### src/rtl/irq_pend_reg.sv
module irq_pend_reg #(
  parameter int N_SRC    = 5,
  parameter int DATA_W   = 16,
  parameter int CLR_BASE = 8
) (
  input  logic              clk,
  input  logic              rst_n,
  input  logic              wr_en,
  input  logic [1:0]        wr_be,
  input  logic [DATA_W-1:0] wr_data,
  input  logic [N_SRC-1:0]  src_req,
  output logic [DATA_W-1:0] rd_data,
  output logic              irq
);

  logic [N_SRC-1:0] pend_q, ena_q, clr_stb;
  logic             irq_q;

  assign clr_stb = (wr_en && wr_be[1]) ? wr_data[CLR_BASE +: N_SRC] : '0;

  always_ff @(posedge clk) begin
    if (!rst_n) begin
      pend_q <= '0;
      ena_q  <= '0;
      irq_q  <= 1'b0;
    end else begin
      pend_q <= (pend_q & ~clr_stb) | src_req;
      if (wr_en && wr_be[0]) ena_q <= wr_data[N_SRC-1:0];
      irq_q  <= |(pend_q & ena_q);
    end
  end

  always_comb begin
    rd_data = '0;
    rd_data[N_SRC-1:0]         = ena_q;
    rd_data[CLR_BASE +: N_SRC] = pend_q;
  end

  assign irq = irq_q;

  AST_CLEAR_TAKES: assert property (@(posedge clk) disable iff (!rst_n)
    (wr_en && wr_be[1] && ((wr_data[CLR_BASE +: N_SRC] & ~src_req) != '0))
    |=> ((rd_data[CLR_BASE +: N_SRC] & $past(wr_data[CLR_BASE +: N_SRC] & ~src_req)) == '0));

  AST_REQ_SETS: assert property (@(posedge clk) disable iff (!rst_n)
    (src_req != '0) |=> ((rd_data[CLR_BASE +: N_SRC] & $past(src_req)) == $past(src_req)));

  AST_EN_HOLD: assert property (@(posedge clk) disable iff (!rst_n)
    !(wr_en && wr_be[0]) |=> $stable(rd_data[N_SRC-1:0]));

  AST_IRQ_CAUSE: assert property (@(posedge clk) disable iff (!rst_n)
    irq |-> $past((rd_data[CLR_BASE +: N_SRC] & rd_data[N_SRC-1:0]) != '0));

  AST_IRQ_RAISE: assert property (@(posedge clk) disable iff (!rst_n)
    ((rd_data[CLR_BASE +: N_SRC] & rd_data[N_SRC-1:0]) != '0) |=> irq);

endmodule

### config.mk
export PLATFORM = sky130hd
export DESIGN_NAME = irq_pend_reg
export DESIGN_NICKNAME = d
export VERILOG_FILES = /design/src/rtl/irq_pend_reg.sv
export SDC_FILE = /design/constraint.sdc
export NUM_CORES = 1
export LEC_CHECK = 0
export BUFFER_PORTS_ARGS = -buffer_cell sky130_fd_sc_hd__buf_2
export CAP_MARGIN = 5
export CORE_UTILIZATION = 25
export DETAILED_ROUTE_END_ITERATION = 12
export GPL_ROUTABILITY_DRIVEN = 1
export PLACE_DENSITY_LB_ADDON = 0.3
export SLEW_MARGIN = 0
export SYNTH_ARGS = -nofsm -noshare
export SYNTH_HDL_FRONTEND = slang
export SYNTH_SLANG_ARGS = --single-unit
export TNS_END_PERCENT = 100
### constraint.sdc
create_clock -name clk -period 0.9 [get_ports clk]
set_input_delay 0.27 -clock clk [delete_from_list [all_inputs] [get_ports clk]]
set_output_delay 0.27 -clock clk [all_outputs]
set_load 0.05 [all_outputs]
==> results.md <==
- Status: finished, violations left
- Failing checks: setup timing
- Synth Area in XOR/XNOR: 0%
- Post-Syn Area: 478 µm²
- Fin. max-slew vios: 0
- Hold WC Path Type: input port to flop
- Layout fillers: 190
- Setup Skew: 0.00241 ns
- Hold bufs inserted after CTS: 0
- Final hold viol count: 0
- FF+latch count, synth: 11
- Compound-cell area share of the yosys netlist: 18.3%
- Clk buf depth: 2
- Asr flop ratio synth: 0%
- # setup viols final: 12
- Nets@finish: 119
- Global-route wire length before repair: 1770 µm
- Synth Area in Simple Gates: 22.3%
- Bufs and invs on worst path: 1
- CTS tree: done
- Static Leak: 0.377 nW
- Boundary pin count: 43
- Pwr dens: 1500 nW/µm²
- Port-buffer cells: 30
- Most frequent cell after synthesis: dfxtp_1
- Final ANT Viol Nets: 0
- Rows: 15
- Skew-Pair Late Insertion Delay: 0.26 ns
- Adder-cell share of the synthesized area: 0%
- Root buf cell: clkbuf_4
- Crit path kind: flop to output port
- Cts bufs inserted: 3
- Yosys top cell area share: 46.1%
- Period Utilization, post-route: 115%
- Drt initial violations: 6
- Final setup margin: -0.132 ns
- Reg2Reg Setup Slack: -0.03 ns
- Post-Place Cells: 107
- Largest family of logic cells by synthesized area: simple AND/OR/NAND/NOR gates
- Initial Util: 27.1%
- Synth Instances: 54
- DRC: 0
- Worst setup EP type: output port
- H-tree depth: 1
- Post-place instance area: 643 µm²
- Initial DRT Pass Iterations: 4
- Cell taking the most area after synthesis: dfxtp_1
- Critical-path top delay cell: dfxtp_2
- Max-cap viol count: 0
- Register area: 239 µm²
- HPWL Detailed: 844 µm
- Synth warn: 0
- Vias: 484
- Fin crit period: 1.03 ns
- Vias in the first global route: 458
- Post-Layout Cell Count: 117
- Die height: 45.7 µm
- Fraction of layout cells with a size suffix above 1: 56.5%
- Total Wirelength: 1190 µm
- CP Launch Type: flop
- Peak supply drop: 0.513 mV
- Routability cong.: 0.655
- Die W: 45.7 µm
- Fin util: 47.0%
- Cell area after layout: 830 µm²
- EDFF count, synth: 0
- Sequential fraction of the synthesis area: 46.1%
- Initial antenna violation count: 0
- RSZ-0062 raised after global routing: yes
- Antenna Cells: 0
- Core ar.: 1760 µm²
- Synth top cells by count: 11 x dfxtp_1, 10 x nand3_1, 6 x buf_4
- Synth cell types: 14
- Crit Path Max Fanout: 3
- Multi-input logic area: 216 µm²
- Slowest stage delay, CP: 0.36 ns
- Post-synth top flop: dfxtp_1
- Peak Freq: 0.969 GHz
- Area growth syn-to-layout: 73.6%
- Vias/cell: 4.14
- GR Util All Layers: 12.3%
- Mean Syn Cell Area: 8.85 µm²
- Post-synthesis mux area share: 0%
- DR WL/cell: 10.1 µm
- CP Cell Sequence: buf_8
- Fin Setup TNS: -1.35 ns
- CTS clk-pin slew, worst paths: 0.06 ns
- Top delay family on crit path: flip-flops
- Grt ovf: 0
- Pin count of the biggest net entering global routing: 12
- Req. time, crit path: 0.63 ns
- Arrival time at the worst endpoint: 0.76 ns
- CTS Sinks: 11
- Top post-synthesis cells by area: dfxtp_1 46%, nand3_1 10%, buf_4 9.4%
- Die ar.: 2090 µm²
[stage by stage]
stage               total power [mW]  setup slack (ns)  hold slack, ns
finish                          1.24            -0.132           0.240
global route                    1.32            -0.170           0.229
CTS                             1.26            -0.140           0.234
detailed placement             0.843           -0.0495           0.462
global placement               0.840           -0.0441           0.457
floorplan                      0.780           -0.0342           0.406
[cell type report]
cell class	count	share of cell area, %
timing repair buffer	37	38.2
sequential	11	28.8
multi-input combinational	40	26.1
tap	25	3.77
clock buffer	4	3.17
[repair_timing]
action	CTS	global route
gates resized for setup	35	1
buffers inserted	6	0
endpoints found under the setup margin	12	12
pin swaps	0	2
[flip-flops by register name (all words and copies together) (netlist names)]
name and cells:
ena_q 5, pend_q 5, irq 1
[where the power goes]
part	internal, mW	leakage, nW	switching, mW
combinational	0.155	0.267	0.223
sequential	0.519	0.0951	0.0272
clock	0.171	0.0150	0.149
[cell families after synthesis]
group                  count (synthesis)
AOI/OAI and AO/OA                     13
buffers and inverters                  8
DFF                                   11
other                                  1
and+or+nand+nor                       21
[routing by layer]
layer	share of wire (%)	track usage [%]	wire length, µm
met4	1.1	7.06	13
met3	8.6	3.57	102
met5	0	0	0
met1	42	13.6	496
met2	48	20.9	574
[worst paths after layout]
kind / start / end / cells past startpoint
min reg2reg: ena_q[1]$_SDFFE_PN0P_ / ena_q[1]$_SDFFE_PN0P_ / 2
max reg2reg: ena_q[4]$_SDFFE_PN0P_ / irq$_SDFF_PN0_ / 3
min: src_req[3] / pend_q[3]$_SDFF_PN0_ / 3
max: pend_q[1]$_SDFF_PN0_ / rd_data[9] / 1
[cells in the final DEF, fill, tap and decap left out, types with 2 or more instances in the layout]
cell	instances
clkbuf_4	3
a21boi_1	6
buf_8	11
nand2_1	5
nor2b_1	5
dfxtp_2	9
buf_4	6
a21oi_1	5
nand3_1	10
conb_1	6
buf_2	19
dfxtp_4	2
No activity file was read; power rests on OpenSTA's default activity.
